--- src/rtl/precomp_pkg.sv ---
package precomp_pkg;
  // Shift requests produced by the decision logic for the centre cell.
  typedef struct packed {
    logic markEarly;
    logic markLate;
  } pcStrobeT;
endpackage

--- src/rtl/precomp_ctrl.sv ---
module precomp_ctrl
  import precomp_pkg::*;
(
  input  logic     centerBit,
  input  logic     earlierNb,
  input  logic     laterNb,
  input  logic     bypass,
  output pcStrobeT strobe
);
  logic crowdedEarlyOnly;
  logic crowdedLateOnly;

  // A transition crowded from one side only is pushed away from that side.
  assign crowdedEarlyOnly = earlierNb & ~laterNb;
  assign crowdedLateOnly  = laterNb & ~earlierNb;

  always_comb begin
    strobe = '0;
    if (!bypass && centerBit) begin
      strobe.markLate  = crowdedEarlyOnly;
      strobe.markEarly = crowdedLateOnly;
    end
  end
endmodule

--- src/rtl/precomp_datapath.sv ---
module precomp_datapath
  import precomp_pkg::*;
#(
  parameter int SPACING = 2
) (
  input  logic     clk,
  input  logic     rstN,
  input  logic     codeIn,
  input  pcStrobeT strobe,
  output logic     centerBit,
  output logic     earlierNb,
  output logic     laterNb,
  output logic     codeOut,
  output logic     early,
  output logic     late
);
  localparam int HIST = 2 * SPACING;

  logic [HIST-1:0] hist;
  logic [HIST:0]   win;

  // win[0] is the newest cell; a larger index is older.
  assign win[0] = codeIn;

  generate
    for (genvar i = 0; i < HIST; i++) begin : g_tap
      assign win[i+1] = hist[i];
      if (i == 0) begin : g_head
        always_ff @(posedge clk) begin
          if (!rstN) hist[0] <= 1'b0;
          else       hist[0] <= codeIn;
        end
      end else begin : g_body
        always_ff @(posedge clk) begin
          if (!rstN) hist[i] <= 1'b0;
          else       hist[i] <= hist[i-1];
        end
      end
    end
  endgenerate

  assign centerBit = win[SPACING];
  assign earlierNb = win[HIST];
  assign laterNb   = win[0];

  always_ff @(posedge clk) begin
    if (!rstN) begin
      codeOut <= 1'b0;
      early   <= 1'b0;
      late    <= 1'b0;
    end else begin
      codeOut <= centerBit;
      early   <= strobe.markEarly;
      late    <= strobe.markLate;
    end
  end

  // Cycles since reset, saturating; lets the delay check look back safely.
  logic [1:0] upCnt;
  always_ff @(posedge clk) begin
    if (!rstN)           upCnt <= 2'd0;
    else if (upCnt != 3) upCnt <= upCnt + 2'd1;
  end


  delay_align_chk: assert property (@(posedge clk) disable iff (!rstN)
    (upCnt == 2'd3) |-> (codeOut == $past(codeIn, 3)));


  flags_exclusive_chk: assert property (@(posedge clk) disable iff (!rstN)
    !(early && late));


  flag_needs_one_chk: assert property (@(posedge clk) disable iff (!rstN)
    (early || late) |-> codeOut);
endmodule

--- src/rtl/precomp_detector.sv ---
module precomp_detector
  import precomp_pkg::*;
#(
  parameter int SPACING = 2
) (
  input  logic clk,
  input  logic rstN,
  input  logic codeIn,
  input  logic bypass,
  output logic codeOut,
  output logic early,
  output logic late
);
  pcStrobeT strobe;
  logic     centerBit;
  logic     earlierNb;
  logic     laterNb;

  precomp_ctrl u_ctrl (
    .centerBit (centerBit),
    .earlierNb (earlierNb),
    .laterNb   (laterNb),
    .bypass    (bypass),
    .strobe    (strobe)
  );

  precomp_datapath #(.SPACING(SPACING)) u_dp (
    .clk       (clk),
    .rstN      (rstN),
    .codeIn    (codeIn),
    .strobe    (strobe),
    .centerBit (centerBit),
    .earlierNb (earlierNb),
    .laterNb   (laterNb),
    .codeOut   (codeOut),
    .early     (early),
    .late      (late)
  );


  bypass_quiet_chk: assert property (@(posedge clk) disable iff (!rstN)
    $past(bypass) |-> (!early && !late));
endmodule

--- config.mk ---
export PLATFORM = sky130hd
export DESIGN_NAME = precomp_detector
export DESIGN_NICKNAME = d
export VERILOG_FILES = /design/src/rtl/precomp_pkg.sv /design/src/rtl/precomp_ctrl.sv /design/src/rtl/precomp_datapath.sv /design/src/rtl/precomp_detector.sv
export SDC_FILE = /design/constraint.sdc
export NUM_CORES = 1
export LEC_CHECK = 0
export ABC_AREA = 1
export BUFFER_PORTS_ARGS = -buffer_cell sky130_fd_sc_hd__clkbuf_2
export CORE_AREA = 2 2 39 41
export DETAILED_ROUTE_END_ITERATION = 8
export DIE_AREA = 0 0 41 43
export GPL_TIMING_DRIVEN = 0
export PLACE_DENSITY = 0.34
export SKIP_CTS_REPAIR_TIMING = 1
export SLEW_MARGIN = 20
export SYNTH_ARGS = -nofsm -noshare
export SYNTH_HDL_FRONTEND = slang
export SYNTH_SLANG_ARGS = --single-unit
--- constraint.sdc ---
create_clock -name clk -period 0.8 [get_ports clk]
set_input_delay 0.08 -clock clk [delete_from_list [all_inputs] [get_ports clk]]
set_output_delay 0.08 -clock clk [all_outputs]
set_load 0.1 [all_outputs]
==> impl_metrics.env, run 1 <==
export IMPL_drt_pass1_iter_count=2
export IMPL_cts_tree="built"
export IMPL_grt_max_degree=6
export IMPL_max_stage_delay_ns=0.34
export IMPL_fin_nets=37
export IMPL_netlist_area_leader_share_pct=64.43
export IMPL_final_core_util_pct=22.24
export IMPL_antenna_left=0
export IMPL_initial_core_util_pct=13.47
export IMPL_grt_pass1_vias=155
export IMPL_cts_buffer_depth=2
export IMPL_antenna_found_initial=0
export IMPL_core_mm2=0.001384
export IMPL_dieArea_mm2=0.001763
export IMPL_n_antenna_cell=0
export IMPL_routed_wl_um=299
export IMPL_worstHoldPathCells=3
export IMPL_pin_count=7
export IMPL_fillers=148
export IMPL_rsz0062_at_grt="true"
export IMPL_clock_sinks=6
export IMPL_slew_headroom_pct=93.60
export IMPL_maxSlewViolCount=0
export IMPL_max_freq_ghz=1.199
export IMPL_syn_num_nets=26
export IMPL_finalCritPeriodShare_pct=104.2
export IMPL_ir_drop_uv=738.2
export IMPL_gr_total_overflow=0
export IMPL_row_count=14
export IMPL_clock_root_buffer="clkbuf_4"
export IMPL_synth_avg_cell_area_um2=8.474
export IMPL_seq_power_share_pct=50.4
export IMPL_synth_cell_type_count=5
export IMPL_clockPowerShare_pct=42.5
export IMPL_place_gp_congestion=0.5890
export IMPL_pre_cts_slack_ns=-0.03324
export IMPL_yosys_area_top_type="dfxtp_1"
export IMPL_die_height_um=43
export IMPL_powerDensity_mw_per_mm2=2011
export IMPL_outcome="complete, but fails checks"
export IMPL_yosysWarnings=0
export IMPL_numPortBuffers=6
export IMPL_cts_made_buffers=3
export IMPL_layout_drive_gt1_share_pct=41.94
export IMPL_insertion_delay_ns=0.24
export IMPL_synth_area_leaders="dfxtp_1 (64%), inv_1 (14%), nand2_1 (12%), nand3_2 (5.4%), nor2_1 (4.0%)"
export IMPL_setup_worst_path_class="register to output pin"
export IMPL_crit_slowest_cell="dfxtp_2"
export IMPL_worst_slew_pin_slew_ns=0.09601
export IMPL_grt_pass1_wl_um=545
export IMPL_period_needed_ns=0.8339
export IMPL_wl_per_cell_um=6.362
export IMPL_vias=146
export IMPL_total_leakage_power_nw=0.1611
export IMPL_violations="setup timing"
export IMPL_path_clk_slew_ns=0.04
export IMPL_setup_ws_ns=-0.03393
export IMPL_hold_path_class="input pin to register"
export IMPL_dp_hpwl_um=250.5
export IMPL_hold_start="codeIn"
export IMPL_post_route_drc_count=0
export IMPL_drv_cap=0
export IMPL_grt_usage_pct=5.841
export IMPL_worstPathArrival_ns=0.75
export IMPL_regToRegSetupSlack_ns=0.22
export IMPL_total_power_mw=0.6189
export IMPL_fp_dieW_um=41
export IMPL_swShare_pct=20.23
export IMPL_r2r_start="u_dp.centerBit"
export IMPL_synthesis_area_um2=186.4
export IMPL_pwr_share_comb_pct=7.0
export IMPL_timing_rr_end="u_dp.late"
export IMPL_fin_worst_skew_ns=0.002866
export IMPL_first_iter_violations=1
export IMPL_critPathBufInv=1
export IMPL_ys_ff_latch=6
export IMPL_cp_top_family="flip-flops"
export IMPL_htree_levels=1
export IMPL_worst_setup_path_start_kind="register"
export IMPL_viasPerCell=3.106
export IMPL_syn_inst=22
export IMPL_p_int_mw=0.4937
export IMPL_path_cells="buf_12"
export IMPL_worstPathRequired_ns=0.72
export IMPL_hold_end="u_dp.hist[0]"
export IMPL_setup_worst_path_end_class="output pin"
export IMPL_ys_seq_area_share_pct=64.43
export IMPL_r2r_cells=2
export IMPL_p_switching_mw=0.1252
export IMPL_setup_viol=3
export IMPL_area_delta_synth_final_pct=65.10
export IMPL_path_max_fanout=2
export IMPL_hold_viol=0
[cells by family (layout without fill, tap and decap cells)]
group	Yosys count	after routing	share of synthesized area (%)
buffers and inverters	7	16	14.10
AND/OR/NAND/NOR	9	9	21.48
flip-flops	6	6	64.43
[layout by cell type (no fill, tap or decap)]
master / count
dfxtp_1: 3
nor2_1: 2
clkbuf_4: 3
clkbuf_2: 3
nand2_1: 6
buf_12: 3
dfxtp_2: 3
nand3_2: 1
inv_1: 7
[Yosys cell counts]
| cell type | instances |
|---|---|
| nand3_2 | 1 |
| nor2_1 | 2 |
| nand2_1 | 6 |
| inv_1 | 7 |
| dfxtp_1 | 6 |
[stage by stage]
step / TNS, ns / cell area, µm² / hold WS, ns / cells
2_1_floorplan: -0.04291 / 190.2 / 0.1734 / 22
3_3_place_gp: -0.04601 / 240.2 / 0.3081 / 44
3_5_place_dp: -0.06222 / 240.2 / 0.3187 / 44
4_1_cts: -0.8487 / 262.8 / 0.06990 / 47
5_1_grt: -0.1698 / 307.8 / 0.09348 / 47
6_report: -0.07101 / 307.8 / 0.07646 / 47
[worst max path at each step]
stage	startpoint	end	slack (ns)	cells past startpoint
6_report	u_dp.hist[2]	codeOut	-0.03	1
3_5_place_dp	u_dp.hist[2]	codeOut	-0.03	1
4_1_cts	u_dp.hist[2]	codeOut	-0.29	1
5_1_grt	u_dp.hist[2]	codeOut	-0.07	1
2_1_floorplan	u_dp.hist[2]	u_dp.earlierNb	-0.04	2
3_3_place_gp	u_dp.hist[2]	codeOut	-0.03	1
[area by class of cell]
| type | count | area (µm²) | share of cell area (%) |
|---|---|---|---|
| flip-flops and latches | 6 | 123.9 | 40.24 |
| inverters | 7 | 26.28 | 8.537 |
| repair buffers | 6 | 75.07 | 24.39 |
| clock buffers | 3 | 22.52 | 7.317 |
| well taps | 16 | 20.02 | 6.504 |
| multi-input cells | 9 | 40.04 | 13.01 |
[power by group through the flow]
| stage | Clock (mW) | Sequential (mW) | Combinational, mW |
|---|---|---|---|
| 5_1_grt | 0.303 | 0.313 | 0.0489 |
| 4_1_cts | 0.279 | 0.311 | 0.0381 |
| 3_5_place_dp | 0 | 0.316 | 0.0379 |
| 3_3_place_gp | 0 | 0.316 | 0.0366 |
| 6_report | 0.263 | 0.312 | 0.0434 |
| 2_1_floorplan | 0 | 0.330 | 0.00965 |
[flip-flops by register name, summed over array words and instances (netlist names)]
name,flops
u_dp.early,1
u_dp.hist,2
u_dp.late,1
u_dp.centerBit,1
u_dp.earlierNb,1
[per-layer routing]
metal | global-route usage, % | up-vias | wire length [µm]
li1 | - | 79 | -
met3 | 7.853 | 0 | 42
met4 | 6.000 | 0 | 0
met1 | 4.870 | 60 | 130
met5 | 0 | - | 0
met2 | 5.938 | 7 | 126
Power figures use the tool's default switching activity.
==> inputs of run 2 (changes only) <==
Settings changed: CAP_MARGIN from default to 20, REMOVE_ABC_BUFFERS from default to 1.
Clock period 0.8 ns to 1.05 ns, I/O delays scaled along.
==> run 2 against run 1 <==
The flow now finishes without violations. Utilization is 3.0 points lower. Cell area fell by 13%. Via count increased by 6.2%. First-iteration DRC count is 100% lower. Register-to-register slack improved by 0.25 ns. Sequential share of layout area grew 4.8 points. Sequential power fell by 24%. Critical path type unchanged. Highest routed layer unchanged.
==> impl_metrics.env, run 2 (same netlist as run 1, synthesis figures left out) <==
export IMPL_grt_pass1_wl_um=600
export IMPL_dieArea_mm2=0.001763
export IMPL_initial_core_util_pct=13.47
export IMPL_total_leakage_power_nw=0.1502
export IMPL_setup_worst_path_end_class="output pin"
export IMPL_grt_max_degree=6
export IMPL_layout_common_cells="inv_1 (7), nand2_1 (6), dfxtp_1 (6)"
export IMPL_wl_per_cell_um=7.043
export IMPL_total_power_mw=0.4789
export IMPL_grt_pass1_vias=165
export IMPL_hold_viol=0
export IMPL_slew_headroom_pct=80.03
export IMPL_clock_sinks=6
export IMPL_setup_viol=0
export IMPL_ir_drop_uv=956.0
export IMPL_maxSlewViolCount=0
export IMPL_largest_register_ffs=2
export IMPL_seq_power_share_pct=49.4
export IMPL_place_gp_congestion=0.6379
export IMPL_fin_nets=37
export IMPL_antenna_left=0
export IMPL_gr_total_overflow=0
export IMPL_path_clk_slew_ns=0.05
export IMPL_holdWs_ns=0.08626
export IMPL_core_mm2=0.001384
export IMPL_path_max_fanout=2
export IMPL_final_core_util_pct=19.26
export IMPL_worst_slew_pin_slew_ns=0.3013
export IMPL_finalCritPeriodShare_pct=93.82
export IMPL_postPlaceCellArea_um2=236.5
export IMPL_worst_setup_path_start_kind="register"
export IMPL_fin_worst_skew_ns=0.001351
export IMPL_first_iter_violations=0
export IMPL_path_cells="buf_4"
export IMPL_post_route_drc_count=0
export IMPL_regMostFlops="u_dp.hist"
export IMPL_pin_count=7
export IMPL_final_area_um2=266.5
export IMPL_antenna_found_initial=0
export IMPL_numPortBuffers=6
export IMPL_dp_cells=44
export IMPL_insertion_delay_ns=0.24
export IMPL_setup_worst_path_class="register to output pin"
export IMPL_worstPathRequired_ns=0.94
export IMPL_n_antenna_cell=0
export IMPL_max_freq_ghz=1.015
export IMPL_clockPowerShare_pct=44.4
export IMPL_cts_made_buffers=3
export IMPL_powerDensity_mw_per_mm2=1797
export IMPL_cts_tree="built"
export IMPL_hold_path_class="input pin to register"
export IMPL_grt_usage_pct=6.143
export IMPL_rsz0062_at_grt="false"
export IMPL_setup_ws_ns=0.06491
export IMPL_die_height_um=43
export IMPL_vias=155
export IMPL_fillers=156
export IMPL_area_delta_synth_final_pct=42.95
export IMPL_crit_slowest_cell="dfxtp_1"
export IMPL_p_switching_mw=0.1061
export IMPL_swShare_pct=22.16
export IMPL_routed_wl_um=331
export IMPL_stdcell_count=47
export IMPL_outcome="complete, no violations"
export IMPL_p_int_mw=0.3728
export IMPL_cp_top_family="flip-flops"
export IMPL_htree_levels=1
export IMPL_period_needed_ns=0.9851
export IMPL_dp_hpwl_um=251.2
export IMPL_cts_buffer_depth=2
export IMPL_pre_cts_slack_ns=0.1722
export IMPL_final_common_cell="inv_1"
export IMPL_fp_dieW_um=41
export IMPL_max_stage_delay_ns=0.34
export IMPL_row_count=14
export IMPL_drv_cap=0
export IMPL_drt_pass1_iter_count=1
export IMPL_setup_tns_ns=0
export IMPL_pwr_share_comb_pct=6.2
export IMPL_layout_drive_gt1_share_pct=32.26
export IMPL_worstPathArrival_ns=0.88
export IMPL_clock_root_buffer="clkbuf_4"
export IMPL_viasPerCell=3.298
export IMPL_critPathBufInv=1
run 2: changes by cell type in the layout (fill, tap and decap cells not counted):
cell / before / now
buf_4: 0 / 1
dfxtp_2: 3 / 0
clkbuf_4: 3 / 5
buf_12: 3 / 0
dfxtp_1: 3 / 6
run 2: path summary, 6_finish.rpt:
kind                     to      startpoint  depth (start not counted)  slack, ns
max reg2reg       u_dp.late  u_dp.centerBit                          2       0.47
min reg2reg  u_dp.centerBit    u_dp.hist[0]                          2       0.42
max                 codeOut    u_dp.hist[2]                          1       0.06
min            u_dp.hist[0]          codeIn                          3       0.09
run 2: final cells by class:
| type | instances | area, µm² | area share [%] |
|---|---|---|---|
| clock buffers | 3 | 22.52 | 8.451 |
| inverters | 7 | 26.28 | 9.859 |
| multi-input cells | 9 | 40.04 | 15.02 |
| flip-flops and latches | 6 | 120.1 | 45.07 |
| well taps | 16 | 20.02 | 7.512 |
| repair buffers | 6 | 37.54 | 14.08 |
run 2: worst register-to-register path: stages (launching register included):
cell,delay (ns)
dfxtp_1,0.34
nand3_2,0.09
nor2_1,0.09
run 2: routing by layer:
layer  share of wire, %  routed length (µm)  vias up  global-route usage (%)
li1                   -                   -       79                       -
met1                 48                 159       67                   6.169
met2                 37                 122        9                   6.563
met3                 15                  49        0                   7.853
met4                  0                   0        0                   4.000
met5                  0                   0        -                       0
run 2: power by group through the flow:
| stage | Clock (mW) | Sequential, mW | Combinational [mW] |
|---|---|---|---|
| 4_1_cts | 0.223 | 0.237 | 0.0291 |
| 3_3_place_gp | 0 | 0.241 | 0.0279 |
| 2_1_floorplan | 0 | 0.251 | 0.00736 |
| 3_5_place_dp | 0 | 0.241 | 0.0289 |
| 6_report | 0.213 | 0.237 | 0.0295 |
| 5_1_grt | 0.246 | 0.236 | 0.0330 |
